**src/rtl/seg_rotator_pkg.sv**
```systemverilog
package seg_rotator_pkg;

  localparam int unsigned RING_BITS = 6;
  localparam int unsigned SEG_LINES = RING_BITS + 1;

  typedef logic [RING_BITS-1:0] ring_t;
  typedef logic [SEG_LINES-1:0] seg_t;

  // Next register value: shift toward the high end, and insert a one only when the register is empty.
  function automatic ring_t ring_advance(input ring_t cur);
    ring_t nxt;
    nxt = {cur[RING_BITS-2:0], 1'b0};
    nxt[0] = (cur == '0);
    return nxt;
  endfunction

  // Active-low drive: outer segments follow the bits, the center stays dark.
  function automatic seg_t seg_drive(input ring_t cur);
    seg_t s;
    s = {1'b1, ~cur};
    return s;
  endfunction

endpackage

```
**src/rtl/ring_stepper.sv**
```systemverilog
module ring_stepper
  import seg_rotator_pkg::*;
(
  input  logic  clk,
  input  logic  rst,
  output ring_t state,
  output logic  refill_evt
);

  ring_t state_q;
  ring_t state_d;

  always_comb begin
    state_d = ring_advance(state_q);
  end

  always_ff @(posedge clk) begin
    if (rst) state_q <= '0;
    else     state_q <= state_d;
  end

  assign state      = state_q;
  assign refill_evt = (state_q == '0);

endmodule

```
**src/rtl/seg_encoder.sv**
```systemverilog
module seg_encoder
  import seg_rotator_pkg::*;
(
  input  ring_t bits_in,
  output seg_t  seg_n
);

  seg_t drive;

  always_comb begin
    drive = seg_drive(bits_in);
  end

  genvar gi;
  generate
    for (gi = 0; gi < SEG_LINES; gi++) begin : g_line
      assign seg_n[gi] = drive[gi];
    end
  endgenerate

endmodule

```
**src/rtl/seg_rotator.sv**
```systemverilog
module seg_rotator
  import seg_rotator_pkg::*;
(
  input  logic       clk,
  input  logic       rst,
  output logic [5:0] ring_state,
  output logic [6:0] seg_n
);

  ring_t cur_state;
  seg_t  seg_lines;
  logic  refill_evt;

  ring_stepper u_step (
    .clk        (clk),
    .rst        (rst),
    .state      (cur_state),
    .refill_evt (refill_evt)
  );

  seg_encoder u_enc (
    .bits_in (cur_state),
    .seg_n   (seg_lines)
  );

  assign ring_state = cur_state;
  assign seg_n      = seg_lines;

endmodule

```
**config.mk**
```make
export PLATFORM = sky130hd
export DESIGN_NAME = seg_rotator
export DESIGN_NICKNAME = d
export VERILOG_FILES = /design/src/rtl/seg_rotator_pkg.sv /design/src/rtl/ring_stepper.sv /design/src/rtl/seg_encoder.sv /design/src/rtl/seg_rotator.sv
export SDC_FILE = /design/constraint.sdc
export NUM_CORES = 1
export LEC_CHECK = 0
export BUFFER_PORTS_ARGS = -buffer_cell sky130_fd_sc_hd__clkbuf_2
export CAP_MARGIN = 40
export CORE_AREA = 2 2 39 41
export CTS_CLUSTER_DIAMETER = 50
export DETAILED_ROUTE_END_ITERATION = 7
export DIE_AREA = 0 0 41 43
export SYNTH_ARGS = -nofsm -noshare
export SYNTH_HDL_FRONTEND = slang
export SYNTH_SLANG_ARGS = --single-unit
```
**constraint.sdc**
```tcl
create_clock -name clk -period 1.21 [get_ports clk]
set_input_delay 0.3025 -clock clk [delete_from_list [all_inputs] [get_ports clk]]
set_output_delay 0.3025 -clock clk [all_outputs]
set_load 0.01 [all_outputs]
```
Word-level counts from Yosys, hierarchy flattened
Index checks and enable logic that the tools add are counted.
{ "classes": {"reduce_logical": 1, "n_bitwise": 1} }
{ "op_table": {"columns": ["operator", "count"], "rows": [
  ["6-bit zero test", 1],
  ["6-bit inverter", 1]
]} }
{ "totals": {"in_bits": 2, "output_inout_bits": 13, "register_bits": 6, "wordCells": 3} }

Longest topological paths before layout
Gate-level depths: netlist of the first run.
{ "logic_depth": {"depth_word": 1, "depth_mapped": 2} }

Cells and area by module
A second synthesis of the first run with hierarchy kept.
{ "unflattened": {"hier_cells": 22, "hier_area_um2": 219.0} }
{ "modules_own_cells": {"columns": ["mod", "seq_area_each_um2", "area_per_inst_um2", "cells_each", "n_inst"], "rows": [
  ["ring_stepper", 120.1, 185.2, 14, 1],
  ["seg_encoder", 0.0, 33.8, 8, 1]
]} }

Worst setup path before layout of the first run
OpenSTA, ideal clock, no wires.
{ "synth_timing": {"kind": "flip-flop to flip-flop", "from": "reg u_step.state_q[2], in the netlist u_step.state[2]", "to": "reg u_step.state_q[0], in the netlist u_step.state[0]", "arrival_time_ps": 933, "t_required_ps": 1122, "path_buffers": 0, "slack_ps": 189, "stages_incl_launch_ff": 3, "period_less_slack_ps": 1021, "path_cell_list": "dfxtp_1 > or4_1 > nor4_2"} }
{ "synth_between": {"elab_chain_cells": 1} }
{ "synth_lines": {"columns": ["item", "line", "source"], "rows": [
  ["from (decl)", "ring_stepper.sv:10", "ring_t state_q;"],
  ["from (signal assigned)", "ring_stepper.sv:19", "else state_q <= state_d;"],
  ["6-bit zero test", null, null]
]} }
Every way passes these cells.
A chain may end at the register's enable or synchronous reset.

Final worst setup path of the first run
{ "layout_timing": {"from": "reg u_step.state_q[1], in the netlist u_step.state[1]", "to": "out seg_n[1]"} }
{ "layout_between": {"elab_chain_cells": 1} }
{ "layout_lines": {"columns": ["item", "line", "source"], "rows": [
  ["6-bit inverter", "seg_rotator_pkg.sv:20", "s = {1'b1, ~cur};"],
  ["to (decl)", "seg_rotator.sv:7", "output logic [6:0] seg_n"]
]} }
Every way passes these cells.

==> flow_summary.yaml, run 1 <==
power_and_ir_drop:
  combinationalPowerShare: 0.114
  total_power_uw: 449
  seqPwrFrac: 0.484
  p_leak_nw: 0.146
  intPower_uw: 343
  p_switching_uw: 106
  p_per_area_nw_per_um2: 1490
  p_clk_frac: 0.402
  vdd_drop_max_mv: 0.193
  sw_frac_of_total: 0.235
clock_tree:
  cts.path.max_buffers: 2
  postCtsSetupBuffers: 0
  clock-sinks: 6
  clock_latency_ps: 240
  cts_resized: 0
  numCtsBuffers: 3
  htreeDepth: 1
  cts.clk_slew.worst_paths_ps: 40
  cts-hold-fix-buffers: 0
  cts_tree: "done"
  cts_root_buf: "clkbuf_4"
floorplan:
  die_h_um: 43
  ios: 15
  design.core.area_um2: 1380
  start_util: 0.166
  die_area_um2: 1760
  rows: 14
  die_x_um: 41
grt:
  antenna_found_initial: 0
  grt_pass1_wl_um: 655
  grt_usage: 0.0685
  grt_pass1_vias: 158
  overflow: 0
  grt_max_degree: 6
sta:
  slew_viol_final: 0
  hold_viol_final: 0
  rsz0062_at_grt: "false"
  fin_crit_sh: 0.908
  fin_setup_tns_ps: 0
  max_freq_mhz: 911
  fin_skew_ps: 1.41
  finalSetupViolations: 0
  layout_min_cycle_time_ps: 1100
cells_and_area:
  layout_commonest_cell: "clkbuf_2"
  nets: 41
  area_growth_pct: 30.4
  n_antenna_cell: 0
  largest_reg_flops: 6
  drive_above_1_share: 0.486
  layout_common_cells: "clkbuf_2 (13), inv_1 (6), dfxtp_1 (6)"
critical_path:
  cp_data_required_time_ps: 910
  critical_path_class: "flop to output pin"
  crit_start: "u_step.state[1]$_SDFF_PP0_"
  cp_max_fo: 3
  worstSetupEndpointType: "output pin"
  reg2reg_depth: 2
  r2r_setup_slack_ps: 150
  worstPathArrival_ps: 800
  cp-start-kind: "flop"
  r2r_end: "u_step.state[0]$_SDFF_PP0_"
  reg2reg_from: "u_step.state[2]$_SDFF_PP0_"
place:
  place.port_buffers: 13
  gp_congestion: 0.689
  hpwl_um: 390
logic_synthesis:
  netlist_top_cells_area: "dfxtp_1 (52%), buf_4 (20%), inv_1 (9.8%), nor2_1 (8.2%), nor4_2 (5.4%)"
  syn-cell-area_um2: 230
  netlist_instances: 26
  synth_seq_area_share: 0.522
  synth_top_area_share: 0.522
  ys_ff_latch: 6
  syn_nets: 28
  synth_top_area_cell: "dfxtp_1"
  ys_warn_count: 0
  postSynthAreaPerCell_um2: 8.85
  synth_cell_types: 7
detailed_routing:
  routed-wl-met2_um: 224
  wirelength_um: 460
  via_per_inst: 3.45
  drtIter0Drc: 2
  top_layer: "met3"
  route.vias.total: 183
  wl_per_cell_um: 8.68
  post-route-drc-count: 0
  wl_met3_um: 56
  drt_pass1_iterations: 3
  wl_met1_um: 179
  postRouteAntennaNets: 0
hold_path:
  min_path_cells: 3
  holdCritPathClass: "primary input to flop"
  min_to: "u_step.state[0]$_SDFF_PP0_"
  worstHoldStart: "rst"
run:
  cap_viol_max_count: 0
run_status:
  status: "complete, no violations"
## Yosys cell counts
cell type and n:
buf_4 6, conb_1 1, dfxtp_1 6, inv_1 6
nor2_1 5, nor4_2 1, or4_1 1
## worst max path at each step
stage | endpoint | slack (ps) | cells after the start
final | seg_n[1] | 110 | 2
after global routing | seg_n[1] | 40 | 2
after CTS | seg_n[1] | 90 | 2
after detailed placement | u_step.state[0]$_SDFF_PP0_ | 150 | 2
after global placement | u_step.state[0]$_SDFF_PP0_ | 180 | 2
after floorplan | u_step.state[0]$_SDFF_PP0_ | 190 | 2
## metrics by stage
step                area [µm²]  instances  hold WS, ps   util  setup slack, ps
floorplan                  230         26          369      -              189
global placement           278         50          450  0.201              184
detailed placement         278         50          461  0.201              152
CTS                        300         53          337  0.217             88.8
global route               300         53          343  0.217             40.1
finish                     300         53          342  0.217              112
## worst max-delay path, stage by stage, from the launching register on
cell	delay (ps)
dfxtp_1	360
inv_1	70
clkbuf_2	120
## cell families (layout without fill, tap and decap cells)
kind of cell  count (synthesis)  after routing  share of synthesized area
flops                         6              6                      0.522
other cells                   1              1                     0.0163
simple gates                  7              7                      0.168
buf+inv                      12             23                      0.293
## power groups by stage
stage	Sequential, mW	Combinational [mW]	Clock (mW)
after detailed placement	0.221	0.0529	0
after floorplan	0.219	0.0405	0
after global placement	0.221	0.0522	0
after CTS	0.217	0.0531	0.192
final	0.217	0.0514	0.180
after global routing	0.218	0.0562	0.203
## area by class of cell
type | instances | area, µm²
Clock buffer | 3 | 22.5
Fill cell | 161 | 1080
Inverter | 6 | 22.5
Multi-Input combinational cell | 8 | 42.5
Sequential cell | 6 | 120
Tap cell | 16 | 20.0
Timing Repair Buffer | 14 | 72.6
## routing by layer
metal,global-route usage,vias up
li1,-,91
met1,0.0552,83
met2,0.0844,9
met3,0.0628,0
met4,0.0800,0
met5,0,-
Power figures use the tool's default switching activity.
==> run 2, diff against run 1 <==
Settings changed: ABC_AREA set to 1.
==> run 2 against run 1 <==
  * Clock skew up 1.6 ps
  * Critical endpoint is now seg_n[3]
  * Register-to-register slack better by 450 ps
  * Clock-buffer cell count unchanged
  * Clock power down 3%
  * Die area unchanged
  * Final cell count up 7.5%
  * Flip-flop and latch count unchanged
  * Global-route usage down 0.32 points
  * Final area up 0.42%
  * Non-clock buffer count down 1
  * Largest cell class unchanged
==> flow_summary.yaml, run 2 <==
run_status:
  status: "complete, no violations"
cells_and_area:
  layout_commonest_cell: "clkbuf_2"
  n_antenna_cell: 0
  layout_common_cells: "clkbuf_2 (13), nor2_1 (8), inv_1 (6), dfxtp_1 (6), clkbuf_4 (3)"
  nets: 45
  area_growth_pct: 26.2
  largest_reg_flops: 6
  drive_above_1_share: 0.439
  final_area_um2: 302
logic_synthesis:
  synth-compound-area-share: 0
  synth_top_area_share: 0.503
  synth_cell_types: 8
  ys_ff_latch: 6
  synth-simple-area-share: 0.183
  synth_seq_area_share: 0.503
  synthMuxAreaShare: 0
  synthXorXnorAreaFrac: 0
  synth_top_family_by_area: "buffers and inverters"
  netlist_instances: 31
  synth_most_common_cell: "nor2_1"
  synth_fa_ha_area_frac: 0
  syn-cell-area_um2: 239
  synth_top_cells_by_count: "nor2_1 (8), buf_4 (6), dfxtp_1 (6), inv_1 (6), nand2_1 (2)"
  ys_warn_count: 0
  synth-edff-count: 0
  synth_top_area_cell: "dfxtp_1"
  async_flop_share: 0
  netlist_top_cells_area: "dfxtp_1 (50%), buf_4 (19%), nor2_1 (13%), inv_1 (9.4%), nand2_1 (3.1%)"
  syn_nets: 33
  synth_top_flop_cell: "dfxtp_1"
  postSynthAreaPerCell_um2: 7.71
critical_path:
  path_cells: "inv_1, clkbuf_2"
  critPathBufInv: 2
  slowest_delay_ps: 350
  cp_max_fo: 3
  cp-start-kind: "flop"
  crit_family: "flip-flops"
  worstSetupEndpointType: "output pin"
  cp_data_required_time_ps: 910
  crit_slowest_cell: "dfxtp_1"
  critical_path_class: "flop to output pin"
  worstPathArrival_ps: 770
clock_tree:
  htreeDepth: 1
  clock_latency_ps: 240
  cts_resized: 0
  cts-hold-fix-buffers: 0
  cts.path.max_buffers: 2
  cts_root_buf: "clkbuf_4"
  cts.clk_slew.worst_paths_ps: 40
  numCtsBuffers: 3
  cts_tree: "done"
  clock-sinks: 6
  postCtsSetupBuffers: 0
sta:
  finalSetupViolations: 0
  fin_setup_tns_ps: 0
  rsz0062_at_grt: "false"
  hold_viol_final: 0
  slew_viol_final: 0
  layout_min_cycle_time_ps: 1070
  fin_ws_ps: 135
  max_freq_mhz: 930
  fin_skew_ps: 2.99
  fin_crit_sh: 0.888
place:
  placed_cell_area_um2: 279
  place.port_buffers: 13
  dp_slack_ps: 374
  gp_congestion: 0.680
  hpwl_um: 349
floorplan:
  design.core.area_um2: 1380
  rows: 14
  start_util: 0.173
  die_h_um: 43
  die_area_um2: 1760
  die_x_um: 41
  ios: 15
detailed_routing:
  via_per_inst: 3.28
  drtIter0Drc: 3
  wl_per_cell_um: 7.12
  drt_pass1_iterations: 2
  postRouteAntennaNets: 0
  post-route-drc-count: 0
  wirelength_um: 406
  route.vias.total: 187
grt:
  grt_max_degree: 7
  antenna_found_initial: 0
  grt_usage: 0.0653
  grt_pass1_wl_um: 696
  overflow: 0
  grt_pass1_vias: 171
power_and_ir_drop:
  vdd_drop_max_mv: 0.443
  p_per_area_nw_per_um2: 1470
  p_leak_nw: 0.157
hold_path:
  holdCritPathClass: "primary input to flop"
run:
  cap_viol_max_count: 0
## run 2: changes by cell type after synthesis
cell | previous run | this run
inv_2 | 0 | 1
nand2_1 | 0 | 2
nor2_1 | 5 | 8
nor2_2 | 0 | 1
nor4_2 | 1 | 0
or4_1 | 1 | 0
## run 2: routing by layer
layer  GRT usage  part of all wire  wire (µm)  vias up
li1            -                 -          -       98
met1      0.0774              0.44        178       79
met2      0.0719              0.44        178        8
met3      0.0471              0.10         41        2
met4      0.0600             0.020          8        0
met5           0                 0          0        -
## run 2: area by class of cell
type	instances	area (µm²)
fill	175	1080
sequential	6	120
timing repair buffer	13	65.1
multi-input combinational	12	47.5
inverter	7	26.3
clock buffer	3	22.5
tap	16	20.0
## run 2: worst reg2reg max path, cell delays in order (launching register included)
cell and delay [ps]:
dfxtp_1 320, nor2_2 100, nand2_1 50, nor2_1 80
## run 2: metrics by stage
stage	hold WS [ps]	std cells	power (mW)	util
floorplan	375	31	0.261	-
global placement	458	54	0.273	0.202
detailed placement	463	54	0.273	0.202
CTS	316	57	0.450	0.218
global route	325	57	0.471	0.218
finish	318	57	0.442	0.218
## run 2: cells by family after synthesis
family,after synthesis
and+or+nand+nor,11
buffers and inverters,13
DFF,6
other,1
## run 2: path summary, 6_finish.rpt
| kind | startpoint | to | slack, ps | cells past startpoint |
|---|---|---|---|---|
| worst max-delay path | u_step.state[3]$_SDFF_PP0_ | seg_n[3] | 140 | 2 |
| worst min-delay path | rst | u_step.state[1]$_SDFF_PP0_ | 320 | 2 |
| worst max register to register | u_step.state[3]$_SDFF_PP0_ | u_step.state[0]$_SDFF_PP0_ | 600 | 3 |
| worst min register to register | u_step.state[0]$_SDFF_PP0_ | u_step.state[1]$_SDFF_PP0_ | 460 | 2 |
## run 2: report_power, final
group | switching, mW | total [mW] | leakage, nW | internal, mW
logic | 0.0315 | 0.0519 | 0.0938 | 0.0204
clock network | 0.0633 | 0.175 | 0.0138 | 0.112
registers | 0.00678 | 0.215 | 0.0490 | 0.209
